### src/rtl/nip_pkg.sv
package nip_pkg;

    localparam int PW          = 10;   // signed priority width (-3 .. 256)
    localparam int NO_EXC      = 256;
    localparam int VEC_RESET   = 1;
    localparam int VEC_NMI     = 2;
    localparam int VEC_HARD    = 3;
    localparam int VEC_MEM     = 4;
    localparam int VEC_BUS     = 5;
    localparam int VEC_USAGE   = 6;
    localparam int VEC_SVC     = 11;
    localparam int VEC_DEBUG   = 12;
    localparam int VEC_PENDSV  = 14;
    localparam int VEC_SYSTICK = 15;
    localparam int FIRST_EXT   = 16;

    typedef enum logic [2:0] {
        OP_NONE    = 3'd0,
        OP_ENABLE  = 3'd1,
        OP_DISABLE = 3'd2,
        OP_PRIO    = 3'd3,
        OP_SETPEND = 3'd4,
        OP_CLRPEND = 3'd5
    } nip_op_e;

endpackage

### src/rtl/nip_select.sv
module nip_select #(
    parameter int NV = 32,
    parameter int VW = 5,
    parameter int PW = 10
) (
    input  logic [NV-1:0]         en_i,
    input  logic [NV-1:0]         pend_i,
    input  logic [NV-1:0]         act_i,
    input  logic [NV-1:0][PW-1:0] prio_i,
    output logic [VW-1:0]         pend_vec_o,
    output logic [PW-1:0]         pend_prio_o,
    output logic [PW-1:0]         act_min_o
);
    localparam logic signed [PW-1:0] NONE = PW'(nip_pkg::NO_EXC);

    logic signed [PW-1:0] best_p;
    logic signed [PW-1:0] amin;
    logic [VW-1:0]        best_v;

    // Strict "less than" keeps the lowest vector number on ties.
    always_comb begin
        best_p = NONE;
        amin   = NONE;
        best_v = '0;
        for (int v = 1; v < NV; v++) begin
            if (en_i[v] && pend_i[v] && ($signed(prio_i[v]) < best_p)) begin
                best_p = $signed(prio_i[v]);
                best_v = VW'(v);
            end
            if (act_i[v] && ($signed(prio_i[v]) < amin)) begin
                amin = $signed(prio_i[v]);
            end
        end
    end

    assign pend_vec_o  = best_v;
    assign pend_prio_o = best_p;
    assign act_min_o   = amin;

endmodule

### src/rtl/nip_exec.sv
module nip_exec #(
    parameter int PW = 10
) (
    input  logic [PW-1:0] act_min_i,
    input  logic [PW-1:0] pend_prio_i,
    input  logic          fault_mask_i,
    input  logic          pri_mask_i,
    input  logic [7:0]    base_prio_i,
    input  logic [2:0]    prio_group_i,
    output logic [PW-1:0] act_grp_o,
    output logic [PW-1:0] exec_prio_o,
    output logic          take_ok_o
);
    logic [PW-1:0]        grp_mask;
    logic [PW-1:0]        base_grp;
    logic signed [PW-1:0] running;
    logic signed [PW-1:0] act_grp;

    assign grp_mask = {PW{1'b1}} << ({1'b0, prio_group_i} + 4'd1);
    assign base_grp = {{(PW-8){1'b0}}, base_prio_i} & grp_mask;
    assign act_grp  = $signed(act_min_i & grp_mask);

    always_comb begin
        if (fault_mask_i) begin
            running = -PW'(1);
        end else if (pri_mask_i) begin
            running = '0;
        end else if (base_prio_i != 8'd0) begin
            running = $signed(base_grp);
        end else begin
            running = PW'(nip_pkg::NO_EXC);
        end
    end

    assign act_grp_o   = act_grp;
    assign exec_prio_o = (act_grp < running) ? act_grp : running;
    assign take_ok_o   = $signed(exec_prio_o) > $signed(pend_prio_i);

endmodule

### src/rtl/nip_core.sv
module nip_core #(
    parameter int NUM_EXT = 16,
    parameter int NV      = nip_pkg::FIRST_EXT + NUM_EXT,
    parameter int VW      = $clog2(NV)
) (
    input  logic               clk,
    input  logic               rst_n,
    input  logic [NUM_EXT-1:0] irq_lines_i,
    input  logic               fault_mask_i,
    input  logic               pri_mask_i,
    input  logic [7:0]         base_prio_i,
    input  logic [2:0]         prio_group_i,
    input  logic [2:0]         cfg_op_i,
    input  logic [VW-1:0]      cfg_vec_i,
    input  logic [7:0]         cfg_prio_i,
    input  logic               ack_i,
    input  logic               cmpl_i,
    input  logic [VW-1:0]      cmpl_vec_i,
    output logic               irq_req_o,
    output logic [VW-1:0]      pend_vec_o,
    output logic               take_ok_o,
    output logic [VW-1:0]      exc_num_o,
    output logic               hf_forced_o,
    output logic               lockup_o
);
    import nip_pkg::*;

    typedef struct packed {
        logic [NV-1:0]        en;
        logic [NV-1:0]        pend;
        logic [NV-1:0]        act;
        logic [NUM_EXT-1:0]   lvl;
        logic [NV-1:0][7:0]   prio;
        logic [VW-1:0]        exc;
        logic                 forced;
        logic                 lockup;
        logic                 irq;
    } nip_state_t;

    localparam logic [NV-1:0] EN_RST = NV'((1 << VEC_NMI) | (1 << VEC_HARD) |
                                           (1 << VEC_SVC) | (1 << VEC_DEBUG) |
                                           (1 << VEC_PENDSV) | (1 << VEC_SYSTICK));

    nip_state_t q, d;

    logic [NV-1:0][PW-1:0] eff_prio;
    logic [VW-1:0]         pick_vec;
    logic [PW-1:0]         pick_prio;
    logic [PW-1:0]         act_min;
    logic [PW-1:0]         act_grp;
    logic [PW-1:0]         exec_prio;
    logic                  take_ok;

    // Fixed priorities for reset, NMI and HardFault; programmable elsewhere.
    for (genvar v = 0; v < NV; v++) begin : g_prio
        if (v == VEC_RESET) begin : g_rst
            assign eff_prio[v] = -PW'(3);
        end else if (v == VEC_NMI) begin : g_nmi
            assign eff_prio[v] = -PW'(2);
        end else if (v == VEC_HARD) begin : g_hard
            assign eff_prio[v] = -PW'(1);
        end else if (v == 0) begin : g_zero
            assign eff_prio[v] = PW'(NO_EXC);
        end else begin : g_prog
            assign eff_prio[v] = {{(PW-8){1'b0}}, q.prio[v]};
        end
    end

    nip_select #(.NV(NV), .VW(VW), .PW(PW)) u_select (
        .en_i        (q.en),
        .pend_i      (q.pend),
        .act_i       (q.act),
        .prio_i      (eff_prio),
        .pend_vec_o  (pick_vec),
        .pend_prio_o (pick_prio),
        .act_min_o   (act_min)
    );

    nip_exec #(.PW(PW)) u_exec (
        .act_min_i    (act_min),
        .pend_prio_i  (pick_prio),
        .fault_mask_i (fault_mask_i),
        .pri_mask_i   (pri_mask_i),
        .base_prio_i  (base_prio_i),
        .prio_group_i (prio_group_i),
        .act_grp_o    (act_grp),
        .exec_prio_o  (exec_prio),
        .take_ok_o    (take_ok)
    );

    always_comb begin
        int unsigned cv;
        int unsigned kv;
        logic        esc;
        d   = q;
        cv  = int'(cfg_vec_i);
        kv  = int'(cmpl_vec_i);
        esc = 1'b0;

        // External lines: rising edge pends the matching vector.
        d.lvl = irq_lines_i;
        for (int n = 0; n < NUM_EXT; n++) begin
            if (irq_lines_i[n] && !q.lvl[n]) begin
                d.pend[FIRST_EXT + n] = 1'b1;
            end
        end

        // Configuration operation.
        unique case (nip_op_e'(cfg_op_i))
            OP_ENABLE: begin
                if (cv >= VEC_MEM && cv < NV) d.en[cv] = 1'b1;
            end
            OP_DISABLE: begin
                if (cv >= VEC_MEM && cv < NV) d.en[cv] = 1'b0;
            end
            OP_PRIO: begin
                if (cv >= VEC_MEM && cv < NV) d.prio[cv] = cfg_prio_i;
            end
            OP_SETPEND: begin
                if (cv >= VEC_NMI && cv < NV) begin
                    if (cv >= VEC_HARD && cv < VEC_PENDSV) begin
                        esc = ($signed(eff_prio[cv]) >= $signed(exec_prio)) || !q.en[cv];
                    end
                    if (!esc) begin
                        d.pend[cv] = 1'b1;
                    end else if ($signed(eff_prio[VEC_HARD]) >= $signed(exec_prio)) begin
                        d.lockup = 1'b1;
                    end else begin
                        d.pend[VEC_HARD] = 1'b1;
                        d.forced         = 1'b1;
                    end
                end
            end
            OP_CLRPEND: begin
                if (cv >= VEC_NMI && cv < NV) d.pend[cv] = 1'b0;
            end
            default: ;
        endcase

        // Completion: leave the handler, re-pend a still-high line.
        if (cmpl_i && kv >= VEC_NMI && kv < NV) begin
            d.act[kv] = 1'b0;
            if (kv >= FIRST_EXT && irq_lines_i[kv - FIRST_EXT]) begin
                d.pend[kv] = 1'b1;
            end
        end

        // Acknowledge: move the chosen vector from pending to active.
        if (ack_i && pick_vec != '0) begin
            d.pend[pick_vec] = 1'b0;
            d.act[pick_vec]  = 1'b1;
            d.exc            = pick_vec;
        end

        // Preemption request, ignoring CPU masking state.
        d.irq = $signed(pick_prio) < $signed(act_grp);
    end

    always_ff @(posedge clk) begin
        if (!rst_n) begin
            q        <= '0;
            q.en     <= EN_RST;
        end else begin
            q <= d;
        end
    end

    assign irq_req_o   = q.irq;
    assign pend_vec_o  = pick_vec;
    assign take_ok_o   = take_ok;
    assign exc_num_o   = q.exc;
    assign hf_forced_o = q.forced;
    assign lockup_o    = q.lockup;

endmodule

### config.mk
export PLATFORM = sky130hd
export DESIGN_NAME = nip_core
export DESIGN_NICKNAME = d
export VERILOG_FILES = /design/src/rtl/nip_pkg.sv /design/src/rtl/nip_select.sv /design/src/rtl/nip_exec.sv /design/src/rtl/nip_core.sv
export SDC_FILE = /design/constraint.sdc
export NUM_CORES = 2
export LEC_CHECK = 0
export ABC_AREA = 1
export CORE_MARGIN = 2
export CORE_UTILIZATION = 28
export CTS_CLUSTER_SIZE = 10
export DETAILED_ROUTE_END_ITERATION = 7
export PLACE_DENSITY = 0.43
export SLEW_MARGIN = 5
export SYNTH_ARGS = -nofsm -noshare
export SYNTH_HDL_FRONTEND = slang
export SYNTH_HIERARCHICAL = 1
export SYNTH_SLANG_ARGS = --single-unit
### constraint.sdc
create_clock -name clk -period 83.7 [get_ports clk]
set_input_delay 12.555 -clock clk [delete_from_list [all_inputs] [get_ports clk]]
set_output_delay 12.555 -clock clk [all_outputs]
set_load 0.05 [all_outputs]
==> flow_summary_export.csv <==
group,metric,value,unit
detailed_routing,first_pass_iters,6,
timing,finalCritPeriodShare,90.0,%
cells_and_area,final_area,0.0437,mm2
outcome,status,"completed",
placed_design,post-dp-hpwl,127000,um
global_route,gr-usage-met2,35.3,%
cells_and_area,drive_gt1_share,6.47,%
flow_run,drv_cap,0,
worst_setup_path,start_kind,"flip-flop",
logic_synthesis,ys_warn_count,6,
pwr,clkPwrFrac,39.2,%
timing,drv_slew,0,
clocking,postCtsHoldBufs,0,
global_route,antenna_found_initial,10,
clocking,h-tree-depth,2,
detailed_routing,drc,0,
global_route,grt_max_degree,79,
placed_design,place.gp.congestion,0.923,
worst_setup_path,critical_path_class,"reg -> out",
clocking,cts_resized,0,
cells_and_area,syn_to_final_growth,11.5,%
pwr,combinationalPowerShare,27.9,%
placed_design,port-buffer-count,67,
floorplanning,io_pins,68,
pwr,p_switching,0.000181,W
worst_setup_path,worst_ep_required_time,71.14,ns
detailed_routing,drt_iter0_markers,3317,
worst_setup_path,crit_top_cell,"nand2_1",
global_route,grt.overflow.total,0,
timing,final.setup.worst_slack,8.37,ns
floorplanning,start_util,28.2,%
placed_design,pre_cts_slack,10.30,ns
global_route,busiest_layer,"met2",
clocking,cts.sinks,342,
clocking,post-cts-setup-buffers,0,
logic_synthesis,syn_inst,6238,
clocking,clk_path_buf_depth,3,
detailed_routing,viasPerCell,4.97,
timing,setup_viol,0,
pwr,p_leak,23.0,nW
worst_setup_path,critPathArrivalTime,62.78,ns
cells_and_area,fin_nets,7037,
detailed_routing,ant_nets,0,
timing,final.min_clock_period,75.33,ns
global_route,grt_pass1_vias,38500,
pwr,seq_power_share,32.9,%
logic_synthesis,synth.avg_cell_area,6.29,um2
floorplanning,die_h,378,um
timing,whs,0.427,ns
timing,rsz0062_at_grt,"false",
floorplanning,rows,137,
worst_setup_path,crit_path_top_delay_cell,"clkdlybuf4s50_1",
timing,tightestPinTransition,1.33,ns
floorplanning,die_w,378,um
global_route,grt_pass1_wl,242000,um
global_route,gr-usage-met3,2.41,%
global_route,grt.total_usage,22.0,%
clocking,cts_tree,"done",
worst_hold_path,hold_depth,2,
pwr,ir_worst_vdd,0.0137,mV
clocking,clock_latency,0.61,ns
clocking,clk_pin_slew_worst_paths,0.05,ns
detailed_routing,wl_per_cell,19.2,um
global_route,use_met1,31.5,%
floorplanning,die_area,0.143,mm2
timing,fin_tns_setup,0,ns
worst_setup_path,reg2reg_depth,265,
timing,max_freq,13.3,MHz
worst_setup_path,crit_fanout,23,
detailed_routing,vias,41600,
clocking,cts-root-buf,"clkbuf_16",
timing,hold_viol_final,0,
clocking,numCtsBuffers,45,
pwr,p_int,0.000326,W
worst_setup_path,cpPeakStageDelay,0.87,ns
placed_design,placed_area,0.0423,mm2
pwr,switching_share,35.6,%
detailed_routing,finalWirelength,161000,um
worst_hold_path,min_path_type,"reg -> reg",
timing,finClkSkew,0.0341,ns
pwr,powerDensity,11.6,mW/mm2
worst_setup_path,setup.worst_path.end_class,"output port",
cells_and_area,nFillCells,15900,
timing,relSlewSlack,11.1,%
floorplanning,core_region_area,0.139,mm2
logic_synthesis,syn-cell-area,0.0392,mm2
## metal layers
layer / part of all wire (%) / vias up / routed length, um
met5: 0.050 / - / 81
met4: 2.1 / 14 / 3360
met3: 5.1 / 162 / 8180
met2: 44 / 984 / 70600
met1: 49 / 19000 / 78500
li1: - / 21400 / -
## worst max-delay path: cells and delay by family, from the launching register on
family / cells / cell delay [ns]
compound gates: 108 / 26.63
fa+ha+maj: 31 / 10.01
buf+inv: 8 / 1.58
flops: 1 / 0.34
simple gates: 119 / 23.35
## cells in the final DEF, fill, tap and decap left out, types with 6 or more instances in the layout
master / count
nand2_1: 1559
o21ai_0: 780
inv_1: 674
ha_1: 522
a21oi_1: 466
dfxtp_1: 342
conb_1: 330
nand3_1: 327
nor2_1: 310
nand4_1: 245
nand2_2: 142
a22oi_1: 83
clkdlybuf4s50_1: 66
inv_2: 57
a31oi_1: 53
clkbuf_16: 45
nor3_1: 39
nand3_2: 37
o21ai_1: 36
o21bai_1: 31
a21o_1: 31
buf_4: 28
nor2_4: 25
o21a_1: 25
a211oi_1: 20
clkinv_1: 18
o211ai_1: 17
nand3_4: 16
o2111ai_1: 15
o22ai_1: 13
o221a_2: 12
or2_2: 11
clkbuf_1: 11
nand3b_1: 11
nor2_2: 10
o31ai_1: 9
nor4_1: 7
clkbuf_8: 7
o32ai_1: 6
## final timing paths
check                                          to  slack [ns]
worst max register to register  q[336]$_SDFF_PN0_       20.41
worst max-delay path                    take_ok_o        8.37
worst min register to register          flip-flop        0.43
worst min-delay path                    flip-flop        0.43
## final cells by class
type | instances | area, um2 | area share, %
multi-input cells | 5225 | 29400 | 67.1
flip-flops and latches | 342 | 6850 | 15.7
inverters | 752 | 2830 | 6.48
well taps | 1876 | 2350 | 5.37
clock buffers | 63 | 1260 | 2.89
repair buffers | 95 | 882 | 2.02
clock inverters | 12 | 185 | 0.424
diodes | 2 | 5.00 | 0.0114
## through the flow
stage               power, W  util, %  std cells
floorplan           0.000270        -       6566
detailed placement  0.000309     30.4       8290
CTS                 0.000509     31.4       8365
finish              0.000507     31.4       8367
global route        0.000536     31.4       8365
global placement    0.000309     30.4       8290
## state kept, by name, indices dropped and copies added, names as in the netlist, named ones only
name         cells
q               78
eff_prio       224
lockup_o         1
irq_req_o        1
hf_forced_o      1
exc_num_o        5
## power groups by stage
stage	combinational (W)	clock [W]	sequential [W]
2_1_floorplan	0.000100	0	0.000170
4_1_cts	0.000140	0.000202	0.000167
6_report	0.000141	0.000199	0.000167
3_3_place_gp	0.000138	0	0.000171
5_1_grt	0.000160	0.000208	0.000167
3_5_place_dp	0.000139	0	0.000170
Power figures use the tool's default switching activity.
